File: src/rtl/tlp_rx_pkg.sv
package tlp_rx_pkg;

    localparam int unsigned BEAT_W = 128;

    typedef struct packed {
        logic [BEAT_W-1:0] data;
        logic              sop;
        logic              eop;
        logic              empty;
    } beat_t;

    typedef enum logic {
        FR_IDLE,
        FR_PKT
    } frame_state_e;

    typedef enum logic [1:0] {
        SP_HDR,
        SP_PL_FIRST,
        SP_PL_REST
    } split_state_e;

endpackage

File: src/rtl/tlp_rx_frame_filter.sv
module tlp_rx_frame_filter
    import tlp_rx_pkg::*;
(
    input  logic clk,
    input  logic rst_n,
    input  logic in_valid,
    input  logic in_sop,
    input  logic in_eop,
    output logic keep,
    output logic err
);

    frame_state_e state_q, state_d;
    logic         err_q, err_d;

    always_ff @(posedge clk) begin
        if (!rst_n) begin
            state_q <= FR_IDLE;
            err_q   <= 1'b0;
        end else begin
            state_q <= state_d;
            err_q   <= err_d;
        end
    end

    always_comb begin
        state_d = state_q;
        err_d   = err_q;
        keep    = 1'b0;
        unique case (state_q)
            FR_IDLE: begin
                if (in_valid && in_sop) begin
                    keep = 1'b1;
                    if (!in_eop) state_d = FR_PKT;
                end else if (in_valid && in_eop) begin
                    err_d = 1'b1;
                end
            end
            FR_PKT: begin
                if (in_valid) begin
                    keep = 1'b1;
                    if (in_eop) state_d = FR_IDLE;
                end
            end
            default: state_d = FR_IDLE;
        endcase
    end

    assign err = err_q;


    err_sticky_chk: assert property (@(posedge clk) disable iff (!rst_n)
        err |=> err);


    idle_no_keep_chk: assert property (@(posedge clk) disable iff (!rst_n)
        !in_valid |-> !keep);

endmodule

File: src/rtl/tlp_rx_skid_fifo.sv
module tlp_rx_skid_fifo
    import tlp_rx_pkg::*;
#(
    parameter int unsigned DEPTH = 8,
    localparam int unsigned AW = (DEPTH > 1) ? $clog2(DEPTH) : 1,
    localparam int unsigned CW = $clog2(DEPTH + 1)
) (
    input  logic          clk,
    input  logic          rst_n,
    input  logic          push,
    input  beat_t         push_beat,
    input  logic          pop,
    output beat_t         head,
    output logic          head_valid,
    output logic [CW-1:0] free_cnt
);

    beat_t         mem [DEPTH];
    logic [AW-1:0] wr_ptr, rd_ptr;
    logic [CW-1:0] count;

    always_ff @(posedge clk) begin
        if (push) mem[wr_ptr] <= push_beat;
    end

    always_ff @(posedge clk) begin
        if (!rst_n) begin
            wr_ptr <= '0;
            rd_ptr <= '0;
            count  <= '0;
        end else begin
            if (push) wr_ptr <= (wr_ptr == AW'(DEPTH - 1)) ? '0 : wr_ptr + 1'b1;
            if (pop)  rd_ptr <= (rd_ptr == AW'(DEPTH - 1)) ? '0 : rd_ptr + 1'b1;
            unique case ({push, pop})
                2'b10:   count <= count + 1'b1;
                2'b01:   count <= count - 1'b1;
                default: count <= count;
            endcase
        end
    end

    assign head       = mem[rd_ptr];
    assign head_valid = (count != '0);
    assign free_cnt   = CW'(DEPTH) - count;


    no_overflow_chk: assert property (@(posedge clk) disable iff (!rst_n)
        push |-> (free_cnt != '0 || pop));


    no_underflow_chk: assert property (@(posedge clk) disable iff (!rst_n)
        pop |-> head_valid);

endmodule

File: src/rtl/tlp_rx_split.sv
module tlp_rx_split
    import tlp_rx_pkg::*;
(
    input  logic              clk,
    input  logic              rst_n,
    input  beat_t             head,
    input  logic              head_valid,
    output logic              pop,
    output logic              hdr_valid,
    input  logic              hdr_ready,
    output logic [BEAT_W-1:0] hdr_data,
    output logic              pl_valid,
    input  logic              pl_ready,
    output logic [BEAT_W-1:0] pl_data,
    output logic              pl_sop,
    output logic              pl_eop,
    output logic              pl_empty
);

    split_state_e state_q, state_d;

    always_ff @(posedge clk) begin
        if (!rst_n) state_q <= SP_HDR;
        else        state_q <= state_d;
    end

    always_comb begin
        state_d   = state_q;
        pop       = 1'b0;
        hdr_valid = 1'b0;
        pl_valid  = 1'b0;
        pl_sop    = 1'b0;
        unique case (state_q)
            SP_HDR: begin
                hdr_valid = head_valid;
                if (head_valid && hdr_ready) begin
                    pop = 1'b1;
                    if (!head.eop) state_d = SP_PL_FIRST;
                end
            end
            SP_PL_FIRST, SP_PL_REST: begin
                if (head_valid && head.sop) begin
                    state_d = SP_HDR;
                end else begin
                    pl_valid = head_valid;
                    pl_sop   = (state_q == SP_PL_FIRST);
                    if (head_valid && pl_ready) begin
                        pop     = 1'b1;
                        state_d = head.eop ? SP_HDR : SP_PL_REST;
                    end
                end
            end
            default: state_d = SP_HDR;
        endcase
    end

    assign hdr_data = head.data;
    assign pl_data  = head.data;
    assign pl_eop   = head.eop;
    assign pl_empty = head.empty;


    hdr_excl_chk: assert property (@(posedge clk) disable iff (!rst_n)
        !(hdr_valid && pl_valid));


    hdr_hold_chk: assert property (@(posedge clk) disable iff (!rst_n)
        (hdr_valid && !hdr_ready) |=> (hdr_valid && $stable(hdr_data)));


    pl_hold_chk: assert property (@(posedge clk) disable iff (!rst_n)
        (pl_valid && !pl_ready) |=> (pl_valid && $stable(pl_data) && $stable(pl_eop)));


    hdr_is_sop_chk: assert property (@(posedge clk) disable iff (!rst_n)
        hdr_valid |-> head.sop);

endmodule

File: src/rtl/tlp_rx_front.sv
module tlp_rx_front
    import tlp_rx_pkg::*;
#(
    parameter int unsigned DEPTH = 8,
    parameter int unsigned LAG   = 3,
    localparam int unsigned CW   = $clog2(DEPTH + 1)
) (
    input  logic              clk,
    input  logic              rst_n,
    input  logic              in_valid,
    output logic              in_ready,
    input  logic [BEAT_W-1:0] in_data,
    input  logic              in_sop,
    input  logic              in_eop,
    input  logic              in_empty,
    output logic              hdr_valid,
    input  logic              hdr_ready,
    output logic [BEAT_W-1:0] hdr_data,
    output logic              pl_valid,
    input  logic              pl_ready,
    output logic [BEAT_W-1:0] pl_data,
    output logic              pl_sop,
    output logic              pl_eop,
    output logic              pl_empty,
    output logic              proto_err
);

    logic          keep, pop, head_valid;
    beat_t         in_beat, head;
    logic [CW-1:0] free_cnt;

    assign in_beat = '{data: in_data, sop: in_sop, eop: in_eop, empty: in_empty};

    tlp_rx_frame_filter u_filter (
        .clk      (clk),
        .rst_n    (rst_n),
        .in_valid (in_valid),
        .in_sop   (in_sop),
        .in_eop   (in_eop),
        .keep     (keep),
        .err      (proto_err)
    );

    tlp_rx_skid_fifo #(.DEPTH(DEPTH)) u_fifo (
        .clk        (clk),
        .rst_n      (rst_n),
        .push       (keep),
        .push_beat  (in_beat),
        .pop        (pop),
        .head       (head),
        .head_valid (head_valid),
        .free_cnt   (free_cnt)
    );

    tlp_rx_split u_split (
        .clk        (clk),
        .rst_n      (rst_n),
        .head       (head),
        .head_valid (head_valid),
        .pop        (pop),
        .hdr_valid  (hdr_valid),
        .hdr_ready  (hdr_ready),
        .hdr_data   (hdr_data),
        .pl_valid   (pl_valid),
        .pl_ready   (pl_ready),
        .pl_data    (pl_data),
        .pl_sop     (pl_sop),
        .pl_eop     (pl_eop),
        .pl_empty   (pl_empty)
    );

    assign in_ready = (free_cnt > CW'(LAG));

    // Cycles spent with ready low, saturating; guards the sender's lag window.
    logic [CW-1:0] low_cnt;
    always_ff @(posedge clk) begin
        if (!rst_n)                      low_cnt <= '0;
        else if (in_ready)               low_cnt <= '0;
        else if (low_cnt != CW'(LAG))    low_cnt <= low_cnt + 1'b1;
    end


    upstream_window_chk: assert property (@(posedge clk) disable iff (!rst_n)
        (!in_ready && low_cnt == CW'(LAG)) |-> !in_valid);


    depth_cfg_chk: assert property (@(posedge clk) disable iff (!rst_n)
        DEPTH > LAG);

endmodule

File: config.mk
export PLATFORM = sky130hd
export DESIGN_NAME = tlp_rx_front
export DESIGN_NICKNAME = d
export VERILOG_FILES = /design/src/rtl/tlp_rx_pkg.sv /design/src/rtl/tlp_rx_frame_filter.sv /design/src/rtl/tlp_rx_skid_fifo.sv /design/src/rtl/tlp_rx_split.sv /design/src/rtl/tlp_rx_front.sv
export SDC_FILE = /design/constraint.sdc
export NUM_CORES = 1
export LEC_CHECK = 0
export ABC_AREA = 1
export CAP_MARGIN = 30
export CELL_PAD_IN_SITES_DETAIL_PLACEMENT = 0
export CELL_PAD_IN_SITES_GLOBAL_PLACEMENT = 1
export CORE_ASPECT_RATIO = 1.5
export CORE_MARGIN = 2
export CORE_UTILIZATION = 50
export DETAILED_ROUTE_END_ITERATION = 10
export DONT_BUFFER_PORTS = 1
export GPL_TIMING_DRIVEN = 0
export MAX_ROUTING_LAYER = met4
export PLACE_DENSITY = 0.84
export SYNTH_ARGS = -nofsm -noshare
export SYNTH_HDL_FRONTEND = slang
export SYNTH_SLANG_ARGS = --single-unit
File: constraint.sdc
create_clock -name clk -period 10.3 [get_ports clk]
set_input_delay 0.515 -clock clk [delete_from_list [all_inputs] [get_ports clk]]
set_output_delay 0.515 -clock clk [all_outputs]
set_load 0.05 [all_outputs]
==> impl_results.md, run 1 <==
- Setup Buffers After CTS: 0
- Gp weighted congestion: 0.777
- Post-route clock period utilization: 0.436
- PwrDens: 269 nW/µm²
- Most frequent CP cell: buf_4
- CTS tree: yes
- NumNets Final: 3775
- Sequential element share of the synthesized area: 0.755
- GRT Total Usage: 0.258
- Port bufs: 0
- Path type of the worst min-delay path: in2reg
- CTS max path bufs: 3
- Worst Path Arrival: 3980 ps
- Initial Util: 0.504
- Antenna Nets Post-Route: 0
- Status: completed
- Routed WL per cell: 22.8 µm
- Cells after Synth: 3240
- Overflow after GRT: 0
- Relative slew slack: 0.348
- Post-layout min period: 4490 ps
- CTS Hold Buffers Added: 133
- DR vias/cell: 5.65
- Clk_lat worst skew: 670 ps
- Share of post-route cells with drive strength above 1: 0.145
- Number of synthesized register bits: 1065
- Worst-path fanout max: 11
- WL final: 110000 µm
- Row cnt: 130
- Layout overhead on the synthesized area: 18.5%
- TNS Setup: 0 ps
- Sink Count: 1065
- Vias: 27400
- Worst path max stage delay: 830 ps
- CP Cell Sequence: inv_2 > buf_4 > buf_2 > clkbuf_1 > o21ai_0 > a31oi_2 > buf_4
- Clock root buffer: clkbuf_16
- Setup crit end kind: output pin
- Post-synth top area cell: edfxtp_1
- CP required: 9790 ps
- H-tree depth: 3
- Max cap viols: 0
- Syn. warnings: 0
- Detailed router's first-iteration violation count: 2850
- Critical Path Start Type: flop
- Worst Skew: 42.6 ps
- DRC: 0
- Clock slew at reported path FFs: 70 ps
- Max rail drop VDD: 211 µV
- Top-count cell post-synth: edfxtp_1
- Post-synth ARST share: 0
- Overall Power: 13.4 mW
- Worst Reg2Reg Path Length in Cells: 16
- Slew Viols, Final: 0
- Hold path depth: 2
- Netlist cell types: 27
- Inserted Clock Buffers: 95
- Sw Pwr: 5.40 mW
- Largest net degree at the start of global routing: 31
- FMAX: 0.223 GHz
- Net Sw Frac: 0.403
- Power share of the clock group: 0.255
- IO Count: 399
- Synth area leaders: edfxtp_1 75%, nor2_1 8.3%, o21ai_0 3.7%, buf_4 3.0%, o21ai_1 2.5%
- Commonest cells in the netlist: 1048 x edfxtp_1, 930 x nor2_1, 312 x o21ai_0, 210 x o21ai_1, 166 x buf_4
- Leak pwr: 16.9 nW
- Post-Synthesis Net Count: 3386
- Least-Margin Pin Slew: 975 ps
- Die Y: 360 µm
- Synth top area share: 0.747
- Number of enable flip-flop cells after synthesis: 1048
- Sequential power share: 0.363
- Vias in the first global route: 26400
- First-pass GRT wire length: 161000 µm
- RSZ-0062 raised after global routing: false
- Post-CTS Resized: 0
- # setup viols final: 0
- Mapped Area: 42200 µm²
- Post-DP HPWL: 71200 µm
- Drt pass-1 iters: 6
- Mapped Avg Cell Area: 13.0 µm²
- Antenna violations before repair: 15
- CP Class: reg2out
- Core area: 83600 µm²
- Slowest-stage cell, CP: a31oi_2
- Final hold vios: 0
- Comb pwr share: 0.382
- Die area: 86700 µm²
- Int Power: 8.01 mW
- Die Wd: 241 µm
- Most used DFF post-synth: edfxtp_1
==> metrics by stage <==
step	instance area, µm²	cells	hold slack, ps	setup WS (ps)	utilization
after floorplan	42200	3240	468	3220	-
after global placement	43600	4362	488	-1760	0.521
after detailed placement	45600	4521	498	6560	0.545
after CTS	49900	4830	28.7	5820	0.597
after global routing	49900	4843	115	5680	0.597
final	49900	4846	64.8	5810	0.597
==> cells by family after synthesis <==
| kind of cell | synth area share |
|---|---|
| flip-flops | 0.755 |
| AND/OR/NAND/NOR | 0.0896 |
| AO/OA/AOI/OAI | 0.103 |
| buffers and inverters | 0.0496 |
| adder cells (fa/ha/maj) | 0.00297 |
| XOR/XNOR | 0.000623 |
==> cell type report <==
class	count	area, µm²
Antenna cell	16	40.0
Buffer	330	1960
Clock buffer	115	2490
Clock inverter	61	488
Fill cell	6549	33700
Inverter	36	135
Multi-Input combinational cell	1809	8440
Sequential cell	1065	31800
Tap cell	1122	1400
Timing Repair Buffer	292	3160
==> layout by cell type (no fill, tap or decap), types with 2 or more instances in the layout <==
cell / Yosys / layout
a21oi_1: 14 / 14
a31oi_1: 129 / 108
a31oi_2: 0 / 21
buf_1: 3 / 3
buf_12: 0 / 34
buf_16: 0 / 8
buf_2: 36 / 36
buf_4: 166 / 275
buf_6: 5 / 8
buf_8: 1 / 6
bufinv_16: 0 / 5
clkbuf_1: 119 / 136
clkbuf_16: 0 / 97
clkinv_1: 0 / 22
clkinv_2: 0 / 19
clkinvlp_4: 0 / 9
dfxtp_1: 17 / 17
diode_2: 0 / 16
dlygate4sd3_1: 0 / 133
edfxtp_1: 1048 / 1048
ha_1: 10 / 10
inv_1: 33 / 33
inv_2: 3 / 3
inv_6: 0 / 3
nand2_1: 49 / 49
nand3_1: 16 / 16
nor2_1: 930 / 922
nor2_4: 0 / 8
o21ai_0: 312 / 312
o21ai_1: 210 / 210
o22ai_1: 129 / 129
or2_2: 2 / 2
xor2_1: 2 / 2
==> power groups by stage <==
stage	clock [mW]	sequential [mW]	combinational [mW]
after CTS	3.45	4.87	5.13
after global routing	3.60	4.88	5.41
final	3.42	4.87	5.12
after global placement	0	4.99	4.60
after detailed placement	0	4.97	5.02
after floorplan	0	4.98	3.76
==> flip-flops by register name (all words and copies together) (netlist names), named ones only <==
signal	count
u_fifo.count	4
u_fifo.mem	1048
u_split.state_q	2
u_fifo.wr_ptr	3
u_fifo.rd_ptr	3
u_filter.state_q	1
u_filter.err	1
==> routing by layer <==
layer | part of all wire | track usage
met5 | 0 | -
met3 | 0.073 | 0.0421
met4 | 0.029 | 0.0903
met2 | 0.51 | 0.426
met1 | 0.39 | 0.321
==> critical path, delay by kind of cell, from the launching register on <==
family,cells,cell delay [ps]
buf+inv,5,1860
compound gates,2,1060
flops,1,340
==> worst paths after layout <==
| check | to | startpoint | slack (ps) |
|---|---|---|---|
| worst max-delay path | pl_data[109] | flop | 5810 |
| worst min-delay path | u_filter.state_q | in_sop | 60 |
| worst max register to register | u_fifo.count[3] | flop | 7290 |
| worst min register to register | u_fifo.count[1] | u_fifo.count[1] | 520 |
(Power assumes the default switching activity.)
==> run 2: changes to the inputs <==
- CORE_UTILIZATION: 50 -> 47
- PLACE_DENSITY: 0.84 -> 0.83
- clock period: 10.3 -> 3.9 ns (I/O delays scaled with it)
==> impl_results.md, run 2 (synthesis gave the netlist of run 1 again) <==
- FMAX: 0.269 GHz
- Dpl cells: 4561
- Slew Viols, Final: 0
- Final hold vios: 0
- Antenna Nets Post-Route: 0
- Die area: 92100 µm²
- Hold path depth: 3
- Vias: 27200
- Post-DP HPWL: 72900 µm
- HP Start: rst_n
- Top reg by flops: u_fifo.mem
- Sequential power share: 0.352
- Worst Skew: 26.7 ps
- Most frequent cells in the layout: 1048 x edfxtp_1, 922 x nor2_1, 312 x o21ai_0, 277 x buf_4, 210 x o21ai_1
- Relative slew slack: 0.360
- Most frequent CP cell: buf_4
- Max FFs per register: 1048
- H-tree depth: 3
- Least-Margin Pin Slew: 958 ps
- Post-layout min period: 3720 ps
- CP bufs+invs: 5
- IO Count: 399
- Final hold slack: 263 ps
- R2R setup slack: 1050 ps
- Clock root buffer: clkbuf_16
- Cell Count, Final, Fillers Out: 4898
- Leading registers by flop count: u_fifo.mem x1048, u_fifo.count x4
- Detailed router's first-iteration violation count: 2710
- Design area: 50500 µm²
- NumNets Final: 3788
- Overflow after GRT: 0
- CTS tree: yes
- Worst path max stage delay: 470 ps
- Die Y: 371 µm
- Status: completed
- Hold Crit Endpoint: u_fifo.wr_ptr[1]
- Port bufs: 0
- Int Power: 22.1 mW
- Critical Path Start Type: flop
- Routed WL per cell: 22.8 µm
- Path type of the worst min-delay path: in2reg
- Sw Pwr: 14.4 mW
- DR vias/cell: 5.55
- Layout overhead on the synthesized area: 19.9%
- Clock slew at reported path FFs: 60 ps
- CP delay by family, top: buffers and inverters
- Share of post-route cells with drive strength above 1: 0.150
- Power share of the clock group: 0.274
- First-pass GRT wire length: 164000 µm
- Initial Util: 0.474
- Max rail drop VDD: 727 µV
- PwrDens: 723 nW/µm²
- Leak pwr: 17.2 nW
- Largest net degree at the start of global routing: 30
- Max cap viols: 0
- CP required: 3700 ps
- Drt pass-1 iters: 6
- # setup viols final: 0
- CP Cell Sequence: inv_2 > buf_4 > buf_2 > clkbuf_1 > o21ai_0 > o22ai_1 > nor2_1 > a31oi_4 > buf_4
- FF-to-FF End: u_fifo.count[3]
- Worst Reg2Reg Path Length in Cells: 17
- CTS max path bufs: 3
- Post-route clock period utilization: 0.954
- Antenna violations before repair: 26
- Worst-path fanout max: 10
- Post-route setup slack: 180 ps
- Row cnt: 134
- Core area: 88900 µm²
- Pre-CTS WS: 499 ps
- Sink Count: 1065
- WL final: 112000 µm
- RSZ-0062 raised after global routing: false
- Overall Power: 36.5 mW
- TNS Setup: 0 ps
- Net Sw Frac: 0.395
- Clk_lat worst skew: 710 ps
- GRT Total Usage: 0.244
- Slowest-stage cell, CP: buf_2
- Most common cell after layout, fill and taps aside: edfxtp_1
- DRC: 0
- Cell Area, Placed: 45700 µm²
- Comb pwr share: 0.374
- Die Wd: 249 µm
- Worst Path Arrival: 3530 ps
- Setup crit end kind: output pin
- Layout Utilization: 0.569
- Vias in the first global route: 25800
- Gp weighted congestion: 0.786
- Inserted Clock Buffers: 99
- CP Class: reg2out
## run 2: cell type report
cell class / count / area [µm²]
Antenna cell: 18 / 45.0
Buffer: 330 / 1960
Clock buffer: 126 / 2700
Inverter: 36 / 135
Fill cell: 6991 / 38300
Clock inverter: 57 / 662
Multi-Input combinational cell: 1809 / 8520
Timing Repair Buffer: 301 / 3240
Sequential cell: 1065 / 31800
Tap cell: 1156 / 1450
## run 2: worst reg2reg max path, stage by stage, from the launching register on
cell and delay [ps]:
dfxtp_1 340, inv_2 70, buf_4 330, buf_6 200
nand2_1 60, nand3_1 60, nand3_1 140, nand2_1 130
nand3_1 110, a21oi_1 240, ha_1 270, xor2_1 230
nand3_1 140, a21oi_1 150, o21ai_0 120, nand2_1 70
nand2_1 40, nor2_1 90
## run 2: power by group through the flow
stage / clock network (mW) / logic, mW / registers (mW)
2_1_floorplan: 0 / 9.93 / 13.1
3_3_place_gp: 0 / 12.2 / 13.2
3_5_place_dp: 0 / 13.4 / 13.1
4_1_cts: 10.1 / 13.7 / 12.9
5_1_grt: 10.5 / 14.4 / 12.9
6_report: 10.0 / 13.7 / 12.9
## run 2: per-layer routing
metal / part of all wire / track usage
met4: 0.025 / 0.0788
met5: 0 / -
met2: 0.51 / 0.414
met1: 0.40 / 0.300
met3: 0.064 / 0.0371
## run 2: worst max-delay path by stage
stage / startpoint / end / slack [ps] / depth (start not counted)
5_1_grt: flop / pl_data[100] / 1 / 9
3_3_place_gp: u_filter.state_q / u_fifo.mem[0][64] / -4000 / 3
2_1_floorplan: u_filter.state_q / u_fifo.mem[0][0] / -770 / 3
4_1_cts: flop / pl_data[100] / 90 / 9
3_5_place_dp: flop / pl_data[110] / 500 / 7
6_report: flop / pl_data[100] / 180 / 9
## run 2: repair_timing
item | in CTS | in global routing
setup endpoints to repair | 10 | 0
hold buffers | 136 | 0
setup buffers | 0 | 0
resized for setup | 12 | 0
hold endpoints to repair | 1065 | 0
